$ cat src/rtl/bwm_pkg.sv
package bwm_pkg;
   // Target of a coprocessor access
   typedef enum logic [1:0] {
      SEL_NONE   = 2'd0,
      SEL_WINDOW = 2'd1,
      SEL_BANK   = 2'd2
   } sel_e;
endpackage

$ cat src/rtl/bwm_decode.sv
module bwm_decode
   import bwm_pkg::*;
#(
   parameter int unsigned CP_AW     = 16,
   parameter int unsigned WIN_AW    = 15,
   parameter int unsigned WIN_PAGE  = 1,
   parameter int unsigned BANK_ADDR = 'h6000
) (
   input  logic [CP_AW-1:0] cp_addr,
   output sel_e             sel
);
   localparam int unsigned PAGE_W = CP_AW - WIN_AW;

   generate
      if (PAGE_W == 0) begin : g_full_window
         // whole coprocessor space is the window; register unreachable
         assign sel = SEL_WINDOW;
      end else begin : g_paged
         logic page_hit;
         logic reg_hit;
         assign page_hit = (cp_addr[CP_AW-1:WIN_AW] == PAGE_W'(WIN_PAGE));
         assign reg_hit  = (cp_addr == CP_AW'(BANK_ADDR));
         always_comb begin
            if (page_hit)      sel = SEL_WINDOW;
            else if (reg_hit)  sel = SEL_BANK;
            else               sel = SEL_NONE;
         end
      end
   endgenerate
endmodule

$ cat src/rtl/bwm_base_shifter.sv
module bwm_base_shifter #(
   parameter int unsigned BANK_BITS = 9
) (
   input  logic                 clk,
   input  logic                 rst_n,
   input  logic                 load,
   input  logic                 bit_in,
   output logic [BANK_BITS-1:0] base_q
);
   // One flop per kept base bit; the top one takes the new bit,
   // every other one takes its upper neighbour.
   genvar gi;
   generate
      for (gi = 0; gi < BANK_BITS; gi++) begin : g_bit
         logic nxt;
         if (gi == BANK_BITS - 1) begin : g_top
            assign nxt = bit_in;
         end else begin : g_inner
            assign nxt = base_q[gi+1];
         end
         always_ff @(posedge clk) begin
            if (!rst_n)    base_q[gi] <= 1'b0;
            else if (load) base_q[gi] <= nxt;
         end
      end
   endgenerate

   assert_reset_zero_R1: assert property (@(posedge clk) disable iff (!rst_n)
      $rose(rst_n) |-> (base_q == '0));

   assert_shift_down_R2: assert property (@(posedge clk) disable iff (!rst_n)
      load |=> (base_q[BANK_BITS-2:0] == $past(base_q[BANK_BITS-1:1])));

   assert_new_top_R2: assert property (@(posedge clk) disable iff (!rst_n)
      load |=> (base_q[BANK_BITS-1] == $past(bit_in)));

   assert_hold_base_R7: assert property (@(posedge clk) disable iff (!rst_n)
      !load |=> (base_q == $past(base_q)));
endmodule

$ cat src/rtl/bwm_host_port.sv
module bwm_host_port #(
   parameter int unsigned HOST_AW     = 24,
   parameter int unsigned WIN_AW      = 15,
   parameter int unsigned DW          = 8,
   parameter bit          ADD_COMPOSE = 1'b0
) (
   input  logic                        win_sel,
   input  logic                        cp_we,
   input  logic [WIN_AW-1:0]           offset,
   input  logic [DW-1:0]               cp_wdata,
   input  logic [HOST_AW-WIN_AW-1:0]   base,
   output logic                        host_req,
   output logic                        host_we,
   output logic [HOST_AW-1:0]          host_addr,
   output logic [DW-1:0]               host_wdata,
   input  logic                        host_ready,
   output logic                        win_done
);
   generate
      if (ADD_COMPOSE) begin : g_adder
         // full add of shifted base and offset; same result, longer path
         assign host_addr = {base, {WIN_AW{1'b0}}} + HOST_AW'(offset);
      end else begin : g_concat
         assign host_addr = {base, offset};
      end
   endgenerate

   assign host_req   = win_sel;
   assign host_we    = cp_we;
   assign host_wdata = cp_wdata;
   assign win_done   = win_sel & host_ready;
endmodule

$ cat src/rtl/bank_window_mapper.sv
module bank_window_mapper
   import bwm_pkg::*;
#(
   parameter int unsigned CP_AW       = 16,
   parameter int unsigned HOST_AW     = 24,
   parameter int unsigned WIN_AW      = 15,
   parameter int unsigned DW          = 8,
   parameter int unsigned WIN_PAGE    = 1,
   parameter int unsigned BANK_ADDR   = 'h6000,
   parameter bit          ADD_COMPOSE = 1'b0
) (
   input  logic               clk,
   input  logic               rst_n,
   input  logic               cp_req,
   input  logic               cp_we,
   input  logic [CP_AW-1:0]   cp_addr,
   input  logic [DW-1:0]      cp_wdata,
   output logic               cp_ack,
   output logic [DW-1:0]      cp_rdata,
   output logic               host_req,
   output logic               host_we,
   output logic [HOST_AW-1:0] host_addr,
   output logic [DW-1:0]      host_wdata,
   input  logic               host_ready,
   input  logic [DW-1:0]      host_rdata
);
   localparam int unsigned BANK_BITS = HOST_AW - WIN_AW;
   localparam int unsigned PAGE_W    = CP_AW - WIN_AW;

   // elaboration-time parameter checks
   generate
      if (WIN_AW >= HOST_AW) begin : g_chk_host
         $error("window must be smaller than host space");
      end
      if (BANK_BITS < 2) begin : g_chk_bits
         $error("bank base needs at least two bits");
      end
      if (WIN_AW > CP_AW) begin : g_chk_cp
         $error("window exceeds coprocessor space");
      end
      if (DW < 1) begin : g_chk_dw
         $error("data width must be positive");
      end
      if (PAGE_W > 0) begin : g_chk_page
         if ((BANK_ADDR >> WIN_AW) == WIN_PAGE) begin : g_chk_overlap
            $error("bank register lies inside the window");
         end
      end
   endgenerate

   sel_e                 sel;
   logic                 win_sel;
   logic                 bank_load;
   logic                 win_done;
   logic [BANK_BITS-1:0] base_q;

   bwm_decode #(
      .CP_AW    (CP_AW),
      .WIN_AW   (WIN_AW),
      .WIN_PAGE (WIN_PAGE),
      .BANK_ADDR(BANK_ADDR)
   ) u_decode (
      .cp_addr(cp_addr),
      .sel    (sel)
   );

   assign win_sel   = cp_req & (sel == SEL_WINDOW);
   assign bank_load = cp_req & cp_we & (sel == SEL_BANK);

   bwm_base_shifter #(
      .BANK_BITS(BANK_BITS)
   ) u_base (
      .clk   (clk),
      .rst_n (rst_n),
      .load  (bank_load),
      .bit_in(cp_wdata[0]),
      .base_q(base_q)
   );

   bwm_host_port #(
      .HOST_AW    (HOST_AW),
      .WIN_AW     (WIN_AW),
      .DW         (DW),
      .ADD_COMPOSE(ADD_COMPOSE)
   ) u_host (
      .win_sel   (win_sel),
      .cp_we     (cp_we),
      .offset    (cp_addr[WIN_AW-1:0]),
      .cp_wdata  (cp_wdata),
      .base      (base_q),
      .host_req  (host_req),
      .host_we   (host_we),
      .host_addr (host_addr),
      .host_wdata(host_wdata),
      .host_ready(host_ready),
      .win_done  (win_done)
   );

   // non-window targets finish at once; window waits for the host
   assign cp_ack   = cp_req & ((sel != SEL_WINDOW) | win_done);
   assign cp_rdata = (sel == SEL_WINDOW) ? host_rdata : {DW{1'b1}};

   assert_stall_R5: assert property (@(posedge clk) disable iff (!rst_n)
      (cp_req && sel == SEL_WINDOW && !host_ready) |-> (host_req && !cp_ack));

   assert_ready_ack_R5: assert property (@(posedge clk) disable iff (!rst_n)
      (host_req && host_ready) |-> cp_ack);

   assert_read_data_R6: assert property (@(posedge clk) disable iff (!rst_n)
      (cp_ack && !cp_we && sel == SEL_WINDOW) |-> (cp_rdata == host_rdata));

   assert_reg_read_R7: assert property (@(posedge clk) disable iff (!rst_n)
      (cp_req && !cp_we && sel == SEL_BANK) |-> (cp_ack && !host_req && cp_rdata == {DW{1'b1}}));

   assert_unmapped_R9: assert property (@(posedge clk) disable iff (!rst_n)
      (cp_req && sel == SEL_NONE) |=> $stable(base_q));

   assert_addr_base_R4: assert property (@(posedge clk) disable iff (!rst_n)
      host_req |-> (host_addr[HOST_AW-1:WIN_AW] == base_q));
endmodule

$ cat config.mk
export PLATFORM = sky130hd
export DESIGN_NAME = bank_window_mapper
export DESIGN_NICKNAME = d
export VERILOG_FILES = /design/src/rtl/bwm_pkg.sv /design/src/rtl/bwm_decode.sv /design/src/rtl/bwm_base_shifter.sv /design/src/rtl/bwm_host_port.sv /design/src/rtl/bank_window_mapper.sv
export SDC_FILE = /design/constraint.sdc
export NUM_CORES = 1
export LEC_CHECK = 0
export BUFFER_PORTS_ARGS = -buffer_cell sky130_fd_sc_hd__buf_2
export CORE_MARGIN = 2
export CORE_UTILIZATION = 30
export DETAILED_ROUTE_END_ITERATION = 6
export GPL_TIMING_DRIVEN = 0
export PLACE_DENSITY_LB_ADDON = 0.3
export SLEW_MARGIN = 20
export SYNTH_ARGS = -nofsm -noshare
export SYNTH_HDL_FRONTEND = slang
export SYNTH_SLANG_ARGS = --single-unit
$ cat constraint.sdc
create_clock -name clk -period 0.96 [get_ports clk]
set_input_delay 0 -clock clk [delete_from_list [all_inputs] [get_ports clk]]
set_output_delay 0 -clock clk [all_outputs]
set_load 0.005 [all_outputs]
-- Word-level counts from Yosys, hierarchy flattened
Cells that the tools add are included.
- register bits: 9
- equal/unequal tests: 4
- muxes and demuxes: 3
- bitwise gates (word level): 6
- operators by type and width (operator ; number):
    $eq A16 B15 Y1 const B ; 1
    $mux W8 ; 1
    $and A1 B1 Y1 ; 5
    $mux W2 ; 2
    $eq A2 B1 Y1 const B ; 1
    $eq A2 B2 Y1 const B ; 1
    $ne A2 B1 Y1 const B ; 1
    $or A1 B1 Y1 ; 1

-- Longest topological paths before layout
Gate-level depths: netlist of the first run.
- depth in word-level cells: 8
- depth in mapped cells: 4
- mapped depth without buffers: 4

-- Cells and area by module
A second synthesis of the first run with hierarchy kept.
- cell total of the unflattened synthesis: 90
- area total of the unflattened synthesis: 795.8 um2
- by module, submodules not included (module ; times used ; cells each ; area an instance (um2)):
    bwm_base_shifter ; 1 ; 36 ; 397.9
    bwm_host_port ; 1 ; 35 ; 261.5
    bank_window_mapper ; 1 ; 13 ; 91.3
    bwm_decode ; 1 ; 6 ; 45.0

-- Worst setup path before layout of the first run
No wires, ideal clock.
- kind: input port to flip-flop
- start point: input cp_addr[2]
- end point: register u_base.base_q[0]
- library setup time: 0.072 ns
- arrival time: 0.952 ns
- path slack: -0.064 ns
- cell stages on the path: 3
- path buffers: 0
- path through: or4_4 > nor2_8 > mux2i_1
- word-level cells in the longest chain between the ends: 5
- RTL lines (item ; line ; text):
    start: declaration ; bank_window_mapper.sv:16 ; input logic [CP_AW-1:0] cp_addr,
    $eq A16 B15 Y1 ; bwm_decode.sv:22 ; assign reg_hit = (cp_addr == CP_AW'(BANK_ADDR));
    $mux W2 ; bwm_decode.sv:25 ; else if (reg_hit) sel = SEL_BANK;
    $mux W2 ; bwm_decode.sv:24 ; if (page_hit) sel = SEL_WINDOW;
    $eq A2 B2 Y1 ; bank_window_mapper.sv:68 ; assign bank_load = cp_req & cp_we & (sel == SEL_BANK);
    $and A1 B1 Y1 ; bank_window_mapper.sv:68 ;
    end signal: indexed assignment ; bwm_base_shifter.sv:23 ; else if (load) base_q[gi] <= nxt;
    end: declaration ; bwm_base_shifter.sv:8 ; output logic [BANK_BITS-1:0] base_q
Every way passes these cells.
A chain may end at the register's enable or synchronous reset.

-- Worst setup path in the final report of the first run
Ends and elaborated chain as after synthesis.

==> results of run 1 <==
[how the worst max path moves through the flow]
stage / startpoint / to / depth (start not counted)
floorplan: cp_addr[2] / u_base.base_q[0] / 3
global placement: cp_addr[7] / u_base.g_bit[7].nxt / 5
detailed placement: cp_addr[7] / u_base.g_bit[7].nxt / 5
CTS: cp_addr[7] / u_base.g_bit[2].nxt / 5
global route: cp_addr[10] / u_base.g_bit[2].nxt / 5
finish: cp_addr[2] / u_base.base_q[0] / 4
[layer usage]
metal	GRT usage	wire length [um]
met1	0.109	578
met3	0.0402	152
met4	0.0385	0
met5	0	0
met2	0.253	950
[critical path: stages]
cell     delay [ns]
buf_2          0.11
or4_4          0.59
nor2_4         0.20
mux2i_1        0.19
[timing repair]
| item | CTS | global route |
|---|---|---|
| endpoints found under the setup margin | 4 | 9 |
| pin swaps | 1 | 3 |
| cloned | 0 | 1 |
| resized for setup | 0 | 3 |
[sequential cells by signal, summed over array words and instances, names as in the netlist]
| name | count |
|---|---|
| u_base.base_q | 1 |
| u_base.g_bit.nxt | 8 |
[where the power goes]
part | internal [mW] | leakage, nW | switching [mW]
registers | 0.373 | 0.0724 | 0.0000000783
clock network | 0.153 | 0.0177 | 0.130
logic | 0.169 | 0.562 | 0.0978
[synth_stat cells]
library cell | number | area [um^2]
a21boi_0 | 1 | 7.51
and2_1 | 1 | 6.26
nor2_8 | 1 | 20.0
inv_1 | 1 | 3.75
nand2_1 | 10 | 37.5
clkbuf_1 | 1 | 3.75
dfxtp_1 | 9 | 180
nand4_2 | 1 | 12.5
or4_4 | 1 | 11.3
nor4b_1 | 1 | 8.76
nand2b_1 | 8 | 50.1
buf_1 | 1 | 3.75
nor4_1 | 1 | 6.26
nor2_1 | 1 | 3.75
and4b_1 | 1 | 10.0
buf_4 | 32 | 240
mux2i_1 | 9 | 90.1
[cell usage in the layout (no fill, tap or decap), types with 3 or more instances in the layout]
master / n
buf_2: 71
buf_4: 32
clkbuf_4: 3
dfxtp_1: 9
mux2i_1: 9
nand2_1: 10
nand2b_1: 8
[cell families (layout without fill, tap and decap cells)]
family | after synthesis | after routing | share of synthesized area
buf+inv | 35 | 110 | 0.361
simple gates | 26 | 27 | 0.239
flops | 9 | 9 | 0.259
compound gates | 1 | 1 | 0.0108
mux | 9 | 9 | 0.130
[metrics by stage]
stage	setup slack (ns)	std cells	setup TNS (ns)	util
after global placement	-0.243	179	-2.13	0.494
after global routing	0.0199	184	0	0.522
after CTS	0.00741	183	0	0.506
final	0.0571	184	0	0.522
after detailed placement	-0.279	179	-2.41	0.494
after floorplan	-0.0371	80	-0.334	-
[area by class of cell]
cell class,instances,area [um^2]
inverter,1,3.75
tap,28,35.0
timing repair buffer,71,355
multi-input combinational,37,305
buffer,34,248
fill,230,1060
sequential,9,180
clock inverter,1,5.00
clock buffer,3,22.5
==> results, run 1 <==
- The net count of the mapped netlist is 117.
- The total area inside the core boundary comes to 2210 um^2.
- The placed instances occupy a cell area of 1090 um^2.
- The worst IR drop on VDD is 0.000845 V.
- In this run the post-CTS setup repair buffer count came out at 0.
- The count of hold-fix buffers inserted at cts is 0.
- In this run the most critical hold path is launched from cp_wdata[0].
- The die boundary height is 52.2 um.
- The synthesized cell area is 696 um^2.
- The detailed router finished its first iteration with 2 violations.
- The number of H-tree branching levels is 1.
- The tightest hold path in the finished design has a slack of 0.0113 ns.
- Setup violations remaining at the end of the flow were counted as 0.
- The repair_antennas step left the layout with diodes totalling 0.
- The share of the yosys chip area belonging to registers is 0.259.
- Clock-pin slew was measured on the worst setup and hold paths at 0.06 ns.
- The leakage power total is 0.652 nW.
- The clock period could shrink to 0.903 ns.
- The flow ran to the end, and the final reports show no timing, DRC or antenna violations.
- The number of global-route vias before repair came to 650.
- The horizontal die dimension is 52.2 um.
- Setup repair after global routing left no endpoint under its margin.
- Dividing the detail-routed wire length by the instance count gives 9.14 um.
- The final-stage net count is 194.
- The worst setup path is launched from an input pin.
- The data required time of the critical path is 1.15 ns.
- The final route contains 733 vias.
- TritonCTS built the clock tree.
- The share of the cycle needed by the critical path after routing is 0.941.
- The maximum number of pins on one net before global-route repair is 11.
- The final-report max-slew violation count is 0.
- The remaining number of nets flagged by the antenna check after routing is 0.
- In this run the worst hold path is classified as in -> reg.
- Static timing analysis puts the maximum clock frequency at 1.11 GHz.
- The path with the worst hold slack has its endpoint at u_base.g_bit[7].nxt.
- The actual transition at the worst max-transition pin is 0.394 ns.
- Buffers placed on the I/O ports in this run total 71.
- The source of the worst register-to-register timing path is u_base.g_bit[2].nxt.
- The root buffer cell chosen for the clock tree is clkbuf_4.
- The endpoint of the worst-slack reg-to-reg timing path is u_base.g_bit[2].nxt.
- The post-route cell area is 1150 um^2.
- The die area is 2720 um^2.
- The type of element capturing the critical path is a register.
- The worst register-to-register path has a setup slack of 0.34 ns.
- The worst slew margin relative to its limit is 0.737.
- The clock insertion delay at the later pin of the skew report is 0.26 ns.
- The initialized floorplan defines 17 standard-cell rows.
- The worst-case reg-to-reg path depth is 2.
- For this run, the total global-route usage over all layers was measured as 0.123.
- Between clock sinks in the finished design, the worst skew comes to 0.00449 ns.
- The total DRC errors in the routed layout is 0.
- The wire length of the first global-routing pass is 2480 um.
- The overflow left after global routing is 0.
- Averaged over all synthesized cells, the footprint is 8.70 um^2.
- The initial utilization of the core area, before any placement, comes to 0.314.
- The number of antenna violations at the first check in global routing is 0.
- The final weighted congestion in routability-driven placement is 0.626.
- The final number of hold-violating endpoints is 0.
- The worst hold path was traced through 3 stages.
- The number of different library cells used by synthesis comes to 17.
- The post-detailed-routing wire length is 1680 um.
- The number of clock sinks seen by CTS is 9.
- The detail-routed via count per cell is 3.98.
- For the worst setup path, the data arrival time is 1.09 ns.
- The tool flagged a number of max-cap violations equal to 0.
- Summing internal, switching and leakage power gives 923 uW.
- The length of the first detailed-routing pass in iterations is 2.
- The CTS buffer count is 3.
- The class of the most critical setup path is in -> reg.
- Synthesis produced 80 cells.
- The count of state elements after synthesis is 9.
- In the final layout, the share of cells above drive strength 1 is 0.724.
- Once detailed placement completed, the half-perimeter wirelength came to 1460 um.
- The largest buffer count on any clock path is 2.
- The area growth from synthesis to layout is 66.0%.
- For this run, the number of Yosys warnings is 0.
- The power density of the placed cells is 799 nW/um^2.
- The largest driver fanout on the critical path is 4.
- For this design the top-level I/O count stands at 80.
(Power assumes the default switching activity.)
==> run 2, diff against run 1 <==
Settings changed: CAP_MARGIN from default to 20, HOLD_SLACK_MARGIN from default to 0.05.
==> results, run 2 (same netlist as run 1, synthesis figures left out) <==
- The number of antenna violations at the first check in global routing was 0 (unchanged).
- The share of final-layout standard cells stronger than drive strength 1 came to 0.720 (-0.00461).
- The die area came to 2720 um^2 (unchanged).
- TritonCTS built the clock tree.
- The core area is 2210 um^2 (unchanged).
- The critical path is of the in -> reg type.
- The count of buffers from port buffering is 71 (unchanged).
- The total vias in the final route is 737 (+0.55%).
- The estimated wirelength of the detail-placed design was 1460 um (unchanged).
- The run finished with clean final reports.
- The root buffer selected by CTS is clkbuf_4.
- The number of antenna diodes came to 0 (unchanged).
- The data required time of the critical path is 1.15 ns (about the same).
- The final number of hold-violating endpoints was 0 (unchanged).
- The worst IR drop on VDD is 0.000846 V (about the same).
- The arrival time reported for the critical path endpoint is 1.09 ns (about the same).
- Leaving out fill and tap cells, the most frequent cells in the layout are buf_2, buf_4, nand2_1.
- The type of element capturing the critical path is a register.
- The number of clock sinks seen by CTS is 9 (unchanged).
- The final standard cell count with taps included and fillers excluded is 185 (+0.54%).
- The die boundary height is 52.2 um (unchanged).
- The cell row count came to 17 (unchanged).
- The clock insertion delay at the later pin of the skew report is 0.26 ns (about the same).
- The flip-flop count of the largest register after layout is 8 (unchanged).
- The CTS buffer count was 3 (unchanged).
- The count of maximum capacitance violations came to 0 (unchanged).
- The final-stage net count was 195 (+0.52%).
- The total placed cells including tap cells is 179 (unchanged).
- The count of boundary I/O pins is 80 (unchanged).
- The detail-routed via count per cell is 3.98 (about the same).
- The length of the first detailed-routing pass in iterations is 2 (unchanged).
- The maximum clock skew at final layout is 0.00449 ns (unchanged).
- The share of the cycle needed by the critical path after routing is 0.941 (about the same).
- The shortest period the worst path allows came to 0.903 ns (-0.000000200 ns).
- The largest driver fanout on the critical path is 4 (unchanged).
- The fill cell instance count of the final layout is 229 (-0.43%).
- The remaining number of nets flagged by the antenna check after routing is 0 (unchanged).
- The final worst hold slack came to 0.151 ns (+0.139 ns).
- The starting density of the core is 0.314 (unchanged).
- The detailed-route wire length per cell is 9.15 um (+0.11%).
- The highest clock rate is 1.11 GHz (unchanged).
- The number of global-route vias before repair is 662 (+1.8%).
- The clock-pin slew of the registers on the worst-case setup and hold paths came to 0.06 ns (about the same).
- The combined global-route utilization of all metal layers is 0.124 (+0.00120).
- The worst slew margin relative to its limit is 0.737 (unchanged).
- The total DRC errors in the routed layout is 0 (unchanged).
- The number of buffers inserted by post-CTS setup repair is 0 (unchanged).
- The actual transition at the worst max-transition pin is 0.394 ns (unchanged).
- The type of origin of the critical path is an input pin.
- The final weighted congestion in routability-driven placement is 0.626 (unchanged).
- The leakage power total is 0.656 nW (+0.64%).
- The final-report max-slew violation count is 0 (unchanged).
- Setup repair after global routing left no endpoint under its margin.
- The multi-input combinational cell area is 305 um^2 (unchanged).
- The wire length of the first global-routing pass is 2500 um (+1.1%).
- The largest buffer count on any clock path is 2 (unchanged).
- The maximum number of pins on one net before global-route repair came to 11 (unchanged).
- The area growth from synthesis to layout is 67.4%.
- The DRC marker count from the first detailed-route iteration was 2 (unchanged).
- The sequential cell area is 180 um^2 (unchanged).
- The setup-violating endpoint count in the final report is 0 (unchanged).
- The number of H-tree branching levels is 1 (unchanged).
- The path class of the tightest hold or removal check is in -> reg.
- The power density of the placed cells is 795 nW/um^2 (-0.52%).
- The leading cell type in the layout, fill and taps excluded is buf_2.
- The post-detailed-routing wire length is 1690 um (+0.65%).
- The overflow left after global routing is 0 (unchanged).
- The horizontal die dimension is 52.2 um (unchanged).
## run 2: cell count changes in the layout (fill, tap and decap cells not counted), sizes merged
cell,change
dlygate4sd3,+1
## run 2: metrics by stage
step / TNS (ns) / util / area, um^2 / worst slack, ns / power [mW]
floorplan: -0.334 / - / 702 / -0.0371 / 0.503
global placement: -2.13 / 0.494 / 1090 / -0.243 / 0.634
detailed placement: -2.41 / 0.494 / 1090 / -0.279 / 0.639
CTS: 0 / 0.511 / 1130 / 0.00741 / 0.934
global route: 0 / 0.527 / 1160 / 0.0199 / 0.990
finish: 0 / 0.527 / 1160 / 0.0571 / 0.926
## run 2: cell type report
| cell class | count | area share |
|---|---|---|
| Buffer | 34 | 0.213 |
| Clock buffer | 3 | 0.0193 |
| Clock inverter | 1 | 0.00430 |
| Inverter | 1 | 0.00322 |
| Multi-Input combinational cell | 37 | 0.262 |
| Sequential cell | 9 | 0.155 |
| Tap cell | 28 | 0.0301 |
| Timing Repair Buffer | 72 | 0.314 |
## run 2: final timing paths
kind	from	slack, ns	end	depth (start not counted)
setup reg to reg	u_base.g_bit[2].nxt	0.34	u_base.g_bit[2].nxt	2
hold reg to reg	u_base.base_q[0]	0.46	u_base.base_q[0]	2
setup / recovery	cp_addr[2]	0.06	u_base.base_q[0]	4
hold / removal	rst_n	0.15	u_base.base_q[0]	3
## run 2: routing by layer
layer	GRT usage	wire [um]
met4	0.0385	0
met1	0.109	583
met3	0.0402	150
met2	0.257	958
met5	0	0
## run 2: where the power goes
part           internal, mW  leakage [nW]  switching [mW]
Clock                 0.153        0.0177           0.130
Combinational         0.171         0.566          0.0983
Sequential            0.373        0.0724    0.0000000783
Total                 0.698         0.656           0.228
## run 2: worst max-delay path, stage by stage
cell	delay, ns
buf_2	0.11
or4_4	0.59
nor2_4	0.20
mux2i_1	0.19
## run 2: what timing repair did
| item | CTS | global route |
|---|---|---|
| hold endpoints to repair | 1 | 0 |
| pin swaps | 1 | 3 |
| hold buffers | 1 | 0 |
| gates cloned | 0 | 1 |
| setup endpoints to repair | 4 | 9 |
| resized for setup | 0 | 3 |
==> run 3, diff against run 2 <==
Settings changed: ABC_AREA from default to 1, CORE_UTILIZATION 30 to 32.
==> results, run 3 <==
- The flow ran to the end, and the final reports show no timing, DRC or antenna violations.
- The share of total power in sequential cells came to 0.394 (-0.009).
- The largest driver fanout on the critical path is 3 (-1).
- The core area is 2450 um^2 (+11%).
- STA classifies the critical path endpoint as a primary output.
- The die area is 2990 um^2 (+10%).
- The design internal power is 702 uW (+0.56%).
- The leakage power total is 0.735 nW (+12%).
- The share of synthesized flip-flops with an asynchronous set or reset was 0 (unchanged).
- The starting density of the core is 0.335 (+0.0209).
- The flip-flop count of the largest register after layout is 8 (unchanged).
- The clock network fraction of total power came to 0.311 (+0.005).
- The shortest period the worst path allows came to 0.821 ns (-0.0821 ns).
- The data required time of the critical path is 0.96 ns (-0.19 ns).
- The met3 track demand over resource is 0.0164 (-0.0238).
- The actual transition at the worst max-transition pin is 0.372 ns (-0.0216 ns).
- The power density of the placed cells came to 761 nW/um^2 (-4.2%).
- The DRC marker count from the first detailed-route iteration is 5 (+3).
- The count of different cell masters after synthesis came to 16 (-1).
- The critical path goes through buf_4 -> buf_2.
- The share of the cycle needed by the critical path after routing was 0.855 (-0.0856).
- Setup repair after global routing left no endpoint under its margin.
- The synthesized netlist cell count is 123 (+54%).
- The post-detailed-routing wire length was 1910 um (+13%).
- The die boundary height was 54.7 um (+4.9%).
- The clock-pin slew of the registers on the worst-case setup and hold paths was 0.07 ns (about the same).
- The post-route cell area is 1240 um^2 (+6.7%).
- The count of boundary I/O pins is 80 (unchanged).
- The detailed-route wire length per cell is 8.39 um (-8.3%).
- The maximum number of pins on one net before global-route repair came to 11 (unchanged).
- The share of the yosys chip area belonging to registers is 0.219 (-0.0401).
- The number of buffers inserted by post-CTS setup repair is 0 (unchanged).
- The final standard cell count with taps included and fillers excluded is 228 (+23%).
- The detail-routed via count per cell is 4.01 (+0.74%).
- The final critical-path setup slack came to 0.139 ns (+0.0821 ns).
- The count of hold-fix buffers inserted at cts came to 0 (-1).
- The synthesized cell area is 823 um^2 (+18%).
- The highest clock rate is 1.22 GHz (+10%).
- The estimated wirelength of the detail-placed design came to 1620 um (+12%).
- The worst slew margin relative to its limit is 0.752 (+0.0144).
- The cell row count is 18 (+1).
- TritonCTS built the clock tree.
- The length of the first detailed-routing pass in iterations was 4 (+2).
- The maximum clock skew at final layout is 0.00133 ns (-0.00316 ns).
- The overflow left after global routing is 0 (unchanged).
- The largest buffer count on any clock path came to 2 (unchanged).
- The number of antenna violations at the first check in global routing was 0 (unchanged).
- The average size of a mapped cell is 6.69 um^2 (-23%).
- The count of maximum capacitance violations is 0 (unchanged).
- The number of antenna diodes came to 0 (unchanged).
- The global-route track usage on met2 is 0.230 (-0.0272).
- The horizontal die dimension came to 54.7 um (+4.9%).
- The net count of the mapped netlist is 160 (+37%).
- By area the synthesized netlist is led by buf_4, dfxtp_1, inv_1.
- The final-report max-slew violation count is 0 (unchanged).
- The total placed cells including tap cells was 224 (+25%).
- The total DRC errors in the routed layout is 0 (unchanged).
- The class of the tightest hold or removal check is in -> reg.
- The setup-violating endpoint count in the final report was 0 (unchanged).
- The arrival time reported for the critical path endpoint came to 0.82 ns (-0.27 ns).
- The met1 layer usage reported by global route is 0.152 (+0.0434).
- The remaining number of nets flagged by the antenna check after routing is 0 (unchanged).
- The count of yosys warnings during synthesis was 0 (unchanged).
- The combined global-route utilization of all metal layers is 0.127 (+0.00252).
- The class of the most critical setup path is reg -> out.
- The root buffer selected by CTS is clkbuf_4.
- The layout overhead on the synthesized area is 50.9%.
- The worst setup path is launched from a register.
- The post-route setup TNS is 0 ns (unchanged).
- The slowest stage cell on the critical path is dfxtp_1.
- The number of synthesized flops with an enable pin is 0 (unchanged).
- The most common cell in the synthesized netlist is buf_4.
- The final number of hold-violating endpoints was 0 (unchanged).
- The flip-flop cell with the highest count after synthesis is dfxtp_1.
- met2 is the most crowded layer.
- The total vias in the final route was 915 (+24%).
- The wire length of the first global-routing pass is 2820 um (+12%).
- The number of clock sinks seen by CTS came to 9 (unchanged).
- The power dissipated by switching net loads came to 244 uW (+7.0%).
- The share of final-layout standard cells stronger than drive strength 1 is 0.591 (-0.129).
- In the layout the commonest cells are buf_2, buf_4, inv_1, nand2_1, nor2_1.
- The number of global-route vias before repair is 696 (+5.1%).
- The count of buffers from port buffering is 71 (unchanged).
- The switching power as a share of total power was 0.258 (+0.0118).
- The leading cell type in the layout, fill and taps excluded is buf_2.
- By count the netlist is led by buf_4, inv_1, nand2_1.
- The share of Yosys cell area claimed by the top area cell type is 0.292 (-0.0535).
- The clock insertion delay at the later pin of the skew report is 0.25 ns (about the same).
- The number of H-tree branching levels is 1 (unchanged).
- The instance area at placement is 1220 um^2 (+11%).
- The CTS buffer count is 3 (unchanged).
- The final-stage net count is 236 (+21%).
- The worst IR drop on VDD was 0.000469 V (-45%).
- The quantity of gates resized following cts came to 0 (unchanged).
- buf_4 takes more of the synthesized area than any other cell.
- The combinational share of power is 0.294 (+0.003).
- The final weighted congestion in routability-driven placement is 0.682 (+8.8%).
- The delay of the slowest cell on the worst path is 0.33 ns (-0.26 ns).
- The pre-CTS worst setup slack was -0.0449 ns (+0.234 ns).
- The count of state elements after synthesis is 9 (unchanged).
run 3: cell count changes after synthesis, moves of 8 or more:
| cell | previous run | this run |
|---|---|---|
| nand2b_1 | 8 | 0 |
| nand3_1 | 0 | 9 |
| nor2_1 | 1 | 13 |
| inv_1 | 1 | 19 |
| a21oi_1 | 0 | 8 |
| mux2i_1 | 9 | 0 |
| nand2_1 | 10 | 19 |
run 3: cell families (layout without fill, tap and decap cells):
logic type      after synthesis  count (layout)  share of synthesized area
flops                         9               9                      0.219
simple gates                 49              49                      0.298
buf+inv                      55             130                      0.415
compound gates               10              10                     0.0684
run 3: through the flow:
step                total power [mW]  utilization  hold WS, ns
finish                         0.946        0.506       0.0900
global route                    1.01        0.506        0.132
CTS                            0.955        0.506       0.0916
detailed placement             0.664        0.495        0.168
global placement               0.658        0.495        0.168
floorplan                      0.519            -       0.0726
run 3: final cells by class:
type                       instances  area [um^2]
fill                             257         1210
timing repair buffer              71          355
multi-input combinational         59          302
buffer                            36          270
sequential                         9          180
inverter                          19         71.3
tap                               30         37.5
clock buffer                       4         26.3
run 3: final timing paths:
check,start,end,slack (ns),cells after the start
hold reg to reg,u_base.base_q[0],u_base.base_q[0],0.50,2
setup reg to reg,u_base.g_bit[2].nxt,u_base.g_bit[1].nxt,0.29,4
setup / recovery,u_base.g_bit[1].nxt,host_addr[17],0.14,2
hold / removal,cp_wdata[0],u_base.g_bit[7].nxt,0.09,5
run 3: routing by layer:
metal	share of wire	routed length (um)
met2	0.51	979
met3	0.10	198
met5	0	0
met4	0	0
met1	0.38	734
run 3: power by group through the flow:
stage	combinational [mW]	sequential, mW	clock, mW
after floorplan	0.137	0.382	0
after global placement	0.277	0.382	0
after detailed placement	0.282	0.382	0
after CTS	0.283	0.373	0.299
after global routing	0.311	0.373	0.327
final	0.279	0.373	0.294
run 3: critical path, delay by kind of cell, from the launching register on:
| kind | cells | cell delay (ns) |
|---|---|---|
| buf+inv | 2 | 0.24 |
| flops | 1 | 0.33 |
